==> src/rtl/rwm_pkg.sv <==
package rwm_pkg;

    typedef enum logic [2:0] {
        VD_NONE,
        VD_PASS,
        VD_EARLY,
        VD_LATE,
        VD_ORPHAN
    } verdict_t;

    typedef enum logic [1:0] {
        QS_EMPTY,
        QS_OPEN,
        QS_FULL
    } qstate_t;

    localparam int ERR_EARLY    = 0;
    localparam int ERR_LATE     = 1;
    localparam int ERR_ORPHAN   = 2;
    localparam int ERR_OVERFLOW = 3;
    localparam int ERR_REQ_HELD = 4;
    localparam int ERR_ACK_HELD = 5;
    localparam int ERR_PENDING  = 6;
    localparam int ERR_W        = 7;

    localparam int SIG_REQ = 0;
    localparam int SIG_ACK = 1;
    localparam int NSIG    = 2;

endpackage

==> src/rtl/rwm_edge_guard.sv <==
module rwm_edge_guard (
    input  logic clk,
    input  logic rst_n,
    input  logic sig_i,
    output logic first_o,
    output logic held_o
);

    logic prev_q;

    always_ff @(posedge clk) begin
        if (!rst_n) begin
            prev_q <= 1'b0;
        end else begin
            prev_q <= sig_i;
        end
    end

    // The first high cycle is a new event; any further high cycle is a hold.
    assign first_o = sig_i & ~prev_q;
    assign held_o  = sig_i & prev_q;

endmodule

==> src/rtl/rwm_stamp_fifo.sv <==
module rwm_stamp_fifo #(
    parameter int DEPTH = 8,
    parameter int W     = 4
) (
    input  logic                       clk,
    input  logic                       rst_n,
    input  logic                       push_i,
    input  logic [W-1:0]               data_i,
    input  logic                       pop_i,
    output logic [W-1:0]               head_o,
    output logic [$clog2(DEPTH+1)-1:0] count_o,
    output logic                       empty_o,
    output logic                       full_o
);

    localparam int PW = (DEPTH > 1) ? $clog2(DEPTH) : 1;
    localparam int CW = $clog2(DEPTH + 1);

    logic [W-1:0]  mem [DEPTH];
    logic [PW-1:0] wr_q;
    logic [PW-1:0] rd_q;
    logic [CW-1:0] cnt_q;

    function automatic logic [PW-1:0] bump(input logic [PW-1:0] p);
        if (p == PW'(DEPTH - 1)) begin
            return '0;
        end
        return p + 1'b1;
    endfunction

    always_ff @(posedge clk) begin
        if (push_i) begin
            mem[wr_q] <= data_i;
        end
    end

    always_ff @(posedge clk) begin
        if (!rst_n) begin
            wr_q  <= '0;
            rd_q  <= '0;
            cnt_q <= '0;
        end else begin
            if (push_i) begin
                wr_q <= bump(wr_q);
            end
            if (pop_i) begin
                rd_q <= bump(rd_q);
            end
            unique case ({push_i, pop_i})
                2'b10:   cnt_q <= cnt_q + 1'b1;
                2'b01:   cnt_q <= cnt_q - 1'b1;
                default: cnt_q <= cnt_q;
            endcase
        end
    end

    assign head_o  = mem[rd_q];
    assign count_o = cnt_q;
    assign empty_o = (cnt_q == '0);
    assign full_o  = (cnt_q == CW'(DEPTH));

    assert_no_overflow_R7: assert property (@(posedge clk) disable iff (!rst_n)
        push_i |-> (!full_o || pop_i));

    assert_no_underflow_R3: assert property (@(posedge clk) disable iff (!rst_n)
        pop_i |-> !empty_o);

endmodule

==> src/rtl/rwm_judge.sv <==
module rwm_judge
    import rwm_pkg::*;
#(
    parameter int MIN_LAT = 2,
    parameter int MAX_LAT = 8,
    parameter int TS_W    = 4
) (
    input  logic            ack_first_i,
    input  logic            empty_i,
    input  logic [TS_W-1:0] age_i,
    output verdict_t        verdict_o
);

    always_comb begin
        verdict_o = VD_NONE;
        if (ack_first_i) begin
            if (empty_i) begin
                verdict_o = VD_ORPHAN;
            end else if (age_i < TS_W'(MIN_LAT)) begin
                verdict_o = VD_EARLY;
            end else begin
                verdict_o = VD_PASS;
            end
        end else if (!empty_i && (age_i >= TS_W'(MAX_LAT))) begin
            verdict_o = VD_LATE;
        end
    end

endmodule

==> src/rtl/rsp_window_monitor.sv <==
module rsp_window_monitor
    import rwm_pkg::*;
#(
    parameter int MIN_LAT = 2,
    parameter int MAX_LAT = 8,
    parameter int DEPTH   = 8,
    parameter int CNT_W   = 16
) (
    input  logic                       clk,
    input  logic                       rst_n,
    input  logic                       req_i,
    input  logic                       ack_i,
    input  logic                       eot_i,
    output logic                       pass_pulse_o,
    output logic [CNT_W-1:0]           pass_count_o,
    output logic [ERR_W-1:0]           err_pulse_o,
    output logic [ERR_W-1:0]           err_sticky_o,
    output logic [$clog2(DEPTH+1)-1:0] open_count_o
);

    // Ages never exceed MAX_LAT, so the timestamps only need that range.
    localparam int TS_W = $clog2(MAX_LAT + 1);
    localparam int CW   = $clog2(DEPTH + 1);

    logic [NSIG-1:0] raw_sig;
    logic [NSIG-1:0] first_sig;
    logic [NSIG-1:0] held_sig;

    assign raw_sig[SIG_REQ] = req_i;
    assign raw_sig[SIG_ACK] = ack_i;

    for (genvar g = 0; g < NSIG; g++) begin : g_guard
        rwm_edge_guard u_guard (
            .clk     (clk),
            .rst_n   (rst_n),
            .sig_i   (raw_sig[g]),
            .first_o (first_sig[g]),
            .held_o  (held_sig[g])
        );
    end

    logic req_new;
    logic ack_new;
    assign req_new = first_sig[SIG_REQ];
    assign ack_new = first_sig[SIG_ACK];

    logic [TS_W-1:0] now_q;

    always_ff @(posedge clk) begin
        if (!rst_n) begin
            now_q <= '0;
        end else begin
            now_q <= now_q + 1'b1;
        end
    end

    logic [TS_W-1:0] head_ts;
    logic [CW-1:0]   f_count;
    logic            f_empty;
    logic            f_full;
    logic            push;
    logic            retire;
    logic            blocked;
    logic [TS_W-1:0] age;
    verdict_t        verdict;
    qstate_t         qs_q;
    qstate_t         qs_d;

    rwm_stamp_fifo #(
        .DEPTH (DEPTH),
        .W     (TS_W)
    ) u_fifo (
        .clk     (clk),
        .rst_n   (rst_n),
        .push_i  (push),
        .data_i  (now_q),
        .pop_i   (retire),
        .head_o  (head_ts),
        .count_o (f_count),
        .empty_o (f_empty),
        .full_o  (f_full)
    );

    assign age = now_q - head_ts;

    rwm_judge #(
        .MIN_LAT (MIN_LAT),
        .MAX_LAT (MAX_LAT),
        .TS_W    (TS_W)
    ) u_judge (
        .ack_first_i (ack_new),
        .empty_i     (f_empty),
        .age_i       (age),
        .verdict_o   (verdict)
    );

    assign retire  = (verdict == VD_PASS) || (verdict == VD_EARLY) || (verdict == VD_LATE);
    // The head is judged before the push, so a retirement frees a slot in the same cycle.
    assign blocked = (qs_q == QS_FULL) && !retire;
    assign push    = req_new && !blocked;

    // Occupancy state machine, register process.
    always_ff @(posedge clk) begin
        if (!rst_n) begin
            qs_q <= QS_EMPTY;
        end else begin
            qs_q <= qs_d;
        end
    end

    // Occupancy state machine, transitions T_FILL, T_TOP, T_DRAIN, T_FREE.
    always_comb begin
        qs_d = qs_q;
        unique case (qs_q)
            QS_EMPTY: begin
                if (push) begin
                    qs_d = (DEPTH == 1) ? QS_FULL : QS_OPEN;
                end
            end
            QS_OPEN: begin
                if (push && !retire && (f_count == CW'(DEPTH - 1))) begin
                    qs_d = QS_FULL;
                end else if (retire && !push && (f_count == CW'(1))) begin
                    qs_d = QS_EMPTY;
                end
            end
            QS_FULL: begin
                if (retire && !push) begin
                    qs_d = (DEPTH == 1) ? QS_EMPTY : QS_OPEN;
                end
            end
            default: qs_d = QS_EMPTY;
        endcase
    end

    logic [ERR_W-1:0] err_now;

    always_comb begin
        err_now               = '0;
        err_now[ERR_EARLY]    = (verdict == VD_EARLY);
        err_now[ERR_LATE]     = (verdict == VD_LATE);
        err_now[ERR_ORPHAN]   = (verdict == VD_ORPHAN);
        err_now[ERR_OVERFLOW] = req_new && blocked;
        err_now[ERR_REQ_HELD] = held_sig[SIG_REQ];
        err_now[ERR_ACK_HELD] = held_sig[SIG_ACK];
        err_now[ERR_PENDING]  = eot_i && (qs_q != QS_EMPTY);
    end

    // Output process.
    always_ff @(posedge clk) begin
        if (!rst_n) begin
            pass_pulse_o <= 1'b0;
            pass_count_o <= '0;
            err_pulse_o  <= '0;
            err_sticky_o <= '0;
        end else begin
            pass_pulse_o <= (verdict == VD_PASS);
            if (verdict == VD_PASS) begin
                pass_count_o <= pass_count_o + 1'b1;
            end
            err_pulse_o  <= err_now;
            err_sticky_o <= err_sticky_o | err_now;
        end
    end

    assign open_count_o = f_count;

    assert_sticky_keep_R11: assert property (@(posedge clk) disable iff (!rst_n)
        (err_sticky_o & $past(err_sticky_o)) == $past(err_sticky_o));

    assert_pulse_in_sticky_R11: assert property (@(posedge clk) disable iff (!rst_n)
        (err_pulse_o & ~err_sticky_o) == '0);

    assert_pass_count_R1: assert property (@(posedge clk) disable iff (!rst_n)
        pass_pulse_o |-> (pass_count_o == $past(pass_count_o) + 1'b1));

    assert_one_verdict_R5: assert property (@(posedge clk) disable iff (!rst_n)
        $onehot0({pass_pulse_o, err_pulse_o[ERR_ORPHAN], err_pulse_o[ERR_LATE], err_pulse_o[ERR_EARLY]}));

    assert_age_window_R3: assert property (@(posedge clk) disable iff (!rst_n)
        !f_empty |-> (age <= TS_W'(MAX_LAT)));

    assert_state_count_R10: assert property (@(posedge clk) disable iff (!rst_n)
        ((qs_q == QS_EMPTY) == f_empty) && ((qs_q == QS_FULL) == f_full));

endmodule

==> config.mk <==
export PLATFORM = sky130hd
export DESIGN_NAME = rsp_window_monitor
export DESIGN_NICKNAME = d
export VERILOG_FILES = /design/src/rtl/rwm_pkg.sv /design/src/rtl/rwm_edge_guard.sv /design/src/rtl/rwm_stamp_fifo.sv /design/src/rtl/rwm_judge.sv /design/src/rtl/rsp_window_monitor.sv
export SDC_FILE = /design/constraint.sdc
export NUM_CORES = 1
export LEC_CHECK = 0
export BUFFER_PORTS_ARGS = -buffer_cell sky130_fd_sc_hd__buf_4
export CAP_MARGIN = 30
export CELL_PAD_IN_SITES_DETAIL_PLACEMENT = 0
export CELL_PAD_IN_SITES_GLOBAL_PLACEMENT = 2
export CORE_AREA = 2 2 69 136
export DETAILED_ROUTE_END_ITERATION = 12
export DIE_AREA = 0 0 71 138
export PLACE_DENSITY = 0.83
export SYNTH_ARGS = -nofsm -noshare
export SYNTH_HDL_FRONTEND = slang
export SYNTH_SLANG_ARGS = --single-unit
==> constraint.sdc <==
create_clock -name clk -period 8.8 [get_ports clk]
set_input_delay 0.44 -clock clk [delete_from_list [all_inputs] [get_ports clk]]
set_output_delay 0.44 -clock clk [all_outputs]
set_load 0.01 [all_outputs]
==> reports/metrics.sh <==
ANTENNA_CELLS=0
RSZ0062_AT_GRT='no'
RUN_STATUS='finished, final reports clean'
PORTBUFFERS=39
ANTENNA_VIOLATION_NET_COUNT_AFTER_DETAILED_ROUTING=0
CTS-ROOT-BUF='sky130_fd_sc_hd__clkbuf_16'
LAYOUT.FILLER_CELLS=817
FP.DIEAREA_UM2=9798
SYNTH-SIMPLE-AREA-SHARE_PCT=16.10
CLKSINKCOUNT=84
PLACE.GP.CONGESTION=0.7708
IR_WORST_VDD_V=0.0001462
FIN_TNS_SETUP_NS=0
NUMBER_OF_ANTENNA_VIOLATIONS_AT_THE_FIRST_CHECK_IN_GLOBAL_ROUTING=0
CRITICAL_PATH_ARRIVAL_NS=4.74
LAYOUTNONFILLERINSTCOUNT=453
NETLIST_AREA_UM2=3567
MAX_FREQ_MHz=221.1
ROUTED-VIA-COUNT=2418
NUM_ROWS=49
H-TREE-DEPTH=3
SYNTH-ADDER-AREA-SHARE_PCT=5.472
HOLD_BUFFERS=0
DRC_VIOLATIONS_LEFT=0
FLOORPLAN.DIE.HEIGHT_UM=138
FLOORPLAN.INITIALDENSITY_PCT=40.13
POSTLAYOUTCELLAREA_UM2=4244
GRT_FIRST_PASS_WIRELENGTH_UM=11750
POWER.STATIC_LEAKAGE_nW=1.653
POST_SYNTH.CELL_AREA_AVG_UM2=11.70
AVGVIACOUNTPERCELL=5.338
PLACED_CELLS=437
SYN-INSTANCE-COUNT=305
SYNTH.YOSYS.SEQ_AREA_SHARE_PCT=56.12
FINAL_HOLD_VIOL_COUNT=0
HOLDCRITSTARTPOINT='req_i'
WORSTSETUPPATHTYPE='reg -> reg'
SYNTHDOMINANTAREACELLTYPE='sky130_fd_sc_hd__dfxtp_1'
SYNTH.LIB_CELLS_USED.DISTINCT=52
WIRELENGTH_UM=7208
POST-ROUTE-PERIOD-UTIL_PCT=51.40
POSTSYNTHREGISTERBITS=84
CTS_SETUP_BUFFERS=0
COMBINATIONAL_FAMILY_WITH_THE_MOST_AREA_AFTER_SYNTHESIS='simple AND/OR/NAND/NOR gates'
SETUP_VIOLATIONS=0
SYNTHESIS.NETS=325
CTS-BUFFERS-INSERTED=9
OVERALL_DIE_WIDTH_UM=71
CRITPATHLAUNCHTYPE='register'
IO_PINS=40
MUXSHAREOFSYNTHAREA_PCT=6.699
CLOCK_TREE_BUF_DEPTH=2
CLKTRANSATPATHREGS_NS=0.06
FIRSTDRTPASSITERS=4
PLACED_AREA_UM2=3951
FINAL_NETS=366
FRACTION_OF_LAYOUT_INSTANCES_USING_A_DRIVE_STRENGTH_ABOVE_1_PCT=19.37
SYNTH-EDFF-COUNT=32
WORSTMARGINPINSLEW_NS=1.032
MIN_PERIOD_NS=4.523
ROUTE.DETAILED.WL_PER_INST_UM=15.91
SYNTHXORXNORAREAFRAC_PCT=3.122
TIMING.CRITICAL_PATH.REQUIRED_NS=9.02
POST_CTS_RESIZED=0
POST-DP-HPWL_UM=5330
TIMING.MAX_CAP.VIOLATIONS=0
GRT_OVERFLOW_TOTAL=0
FINISH.UTILIZATION_PCT=47.74
FINAL.SETUP_SKEW_NS=0.006993
FIRST_GLOBAL_VIAS=2366
POWER.TOTAL_W=0.001118
SYNTH_AREA_LEADERS='sky130_fd_sc_hd__dfxtp_1 (29%), sky130_fd_sc_hd__edfxtp_1 (27%), sky130_fd_sc_hd__ha_1 (4.9%)'
ASYNC_RESET_FF_SHARE_PCT=0
COMPOUND_GATE_PORTION_OF_THE_SYNTHESIZED_AREA_PCT=10.07
SYNTH.YOSYS.WARNINGS=0
TRITONCTS='built'
DRV_SLEW=0
CRITPATHMAXFANOUT=10
CRITICAL_PATH.ENDPOINT_TYPE='register'
PIN_COUNT_OF_THE_BIGGEST_NET_ENTERING_GLOBAL_ROUTING=29
CLOCK_LATENCY_NS=0.34
MOST_USED_FLIP_FLOP_CELL_AFTER_SYNTHESIS='sky130_fd_sc_hd__dfxtp_1'
FIRST_ITER_VIOLATIONS=62
AREA_DELTA_SYNTH_FINAL_PCT=18.98
POWERDENSITY_nW_PER_UM2=263.5
CORE_UM2=8890
GRT_USE_TOTAL_PCT=15.72
MIN-DELAY-PATH-CLASS='in -> reg'
WORST_SLEW_MARGIN_REL_PCT=30.21
YOSYS.AREA.TOP_TYPE_SHARE_PCT=29.18
synthesized netlist by cell type, types with 5 or more instances:
master,number
sky130_fd_sc_hd__mux2i_1,7
sky130_fd_sc_hd__nand2b_1,5
sky130_fd_sc_hd__nand3_1,14
sky130_fd_sc_hd__nand2_1,20
sky130_fd_sc_hd__and2_1,5
sky130_fd_sc_hd__a21o_1,8
sky130_fd_sc_hd__xnor2_1,5
sky130_fd_sc_hd__dfxtp_1,52
sky130_fd_sc_hd__edfxtp_1,32
sky130_fd_sc_hd__inv_1,7
sky130_fd_sc_hd__clkbuf_1,5
sky130_fd_sc_hd__mux4_1,6
sky130_fd_sc_hd__ha_1,14
sky130_fd_sc_hd__o21ai_0,14
sky130_fd_sc_hd__a21oi_1,17
sky130_fd_sc_hd__nor2_1,23
sky130_fd_sc_hd__or3_1,7
stage by stage:
step	setup WS, ns	hold slack, ns
4_1_cts	4.217	0.3086
2_1_floorplan	4.809	0.4626
3_5_place_dp	4.263	0.4402
3_3_place_gp	4.381	0.4351
5_1_grt	3.988	0.3163
6_report	4.277	0.3202
final cells by class:
cell class              instances  area (µm²)  area share, %
repair buffers                 42       312.8          7.370
clock buffers                  10       250.2          5.896
inverters                       8       30.03         0.7075
flip-flops and latches         84        2002          47.17
clock inverters                 6       42.54          1.002
multi-input cells             201        1479          34.85
well taps                     102       127.6          3.007
critical path, cell delays in order (launching register included):
cell and delay, ns:
sky130_fd_sc_hd__dfxtp_1 0.65, sky130_fd_sc_hd__mux4_1 0.63, sky130_fd_sc_hd__mux2_2 0.29, sky130_fd_sc_hd__ha_1 0.21, sky130_fd_sc_hd__nand2b_1 0.16, sky130_fd_sc_hd__a21oi_2 0.17, sky130_fd_sc_hd__xor2_2 0.11, sky130_fd_sc_hd__xnor2_2 0.39
sky130_fd_sc_hd__a21oi_4 0.18, sky130_fd_sc_hd__o21bai_2 0.29, sky130_fd_sc_hd__ha_1 0.35, sky130_fd_sc_hd__or4b_2 0.60, sky130_fd_sc_hd__a21oi_1 0.19, sky130_fd_sc_hd__xnor2_1 0.13, sky130_fd_sc_hd__nor2_1 0.05
flip-flops by register name, summed over array words and instances (netlist names), named ones only:
| name | count |
|---|---|
| u_fifo.rd_q | 3 |
| pass_count_o | 16 |
| qs_q | 2 |
| u_fifo.count_o | 4 |
| pass_pulse_o | 1 |
| now_q | 4 |
| err_sticky_o | 7 |
| err_pulse_o | 7 |
| u_fifo.wr_q | 3 |
| u_fifo.mem | 32 |
| g_guard.u_guard.prev_q | 2 |
report_power, final:
group | leakage, nW | internal, W | switching (W)
clock | 0.139 | 0.000209 | 0.000151
sequential | 0.720 | 0.000438 | 0.0000425
combinational | 0.795 | 0.000126 | 0.000152
cells in the final DEF (no fill, tap or decap), drive strengths merged, types with 3 or more instances in the layout:
cell type	netlist	layout
nand3	14	14
nand2b	5	5
a21o	8	8
nor3	3	3
xnor2	6	6
or4	4	4
edfxtp	32	32
and2	5	5
a21oi	19	19
nor2	23	23
mux2i	7	7
or3	7	7
inv	8	11
o21ai	14	14
clkbuf	6	10
nor4	4	4
nand2	20	20
xor2	5	5
dfxtp	52	52
a211oi	3	3
ha	14	14
nand4	3	3
buf	6	42
mux4	6	6
nand4b	3	3
o31ai	4	4
and3	4	4
per-layer routing:
metal	vias up	share of wire [%]	wire (µm)	GRT usage, %
met3	15	3.1	225	3.499
li1	1205	-	-	-
met1	1146	38	2738	16.32
met2	52	56	4038	28.43
met4	0	2.9	206	8.441
met5	-	0	0	0
path summary, 6_finish.rpt:
kind                               endpoint  slack, ns  depth (start not counted)
setup reg to reg          u_fifo.count_o[3]       4.28                         14
hold reg to reg             err_sticky_o[6]       0.45                          1
hold / removal    g_guard[0].u_guard.prev_q       0.32                          2
setup / recovery          u_fifo.count_o[3]       4.28                         14
logic make-up (layout without fill, tap and decap cells):
group,Yosys count,count (layout)
and+or+nand+nor,106,106
muxes,14,14
DFF,84,84
AOI/OAI and AO/OA,55,55
adders and majority gates,15,15
buffers and inverters,20,66
xor gates and xnor gates,11,11
(Power assumes the default switching activity.)
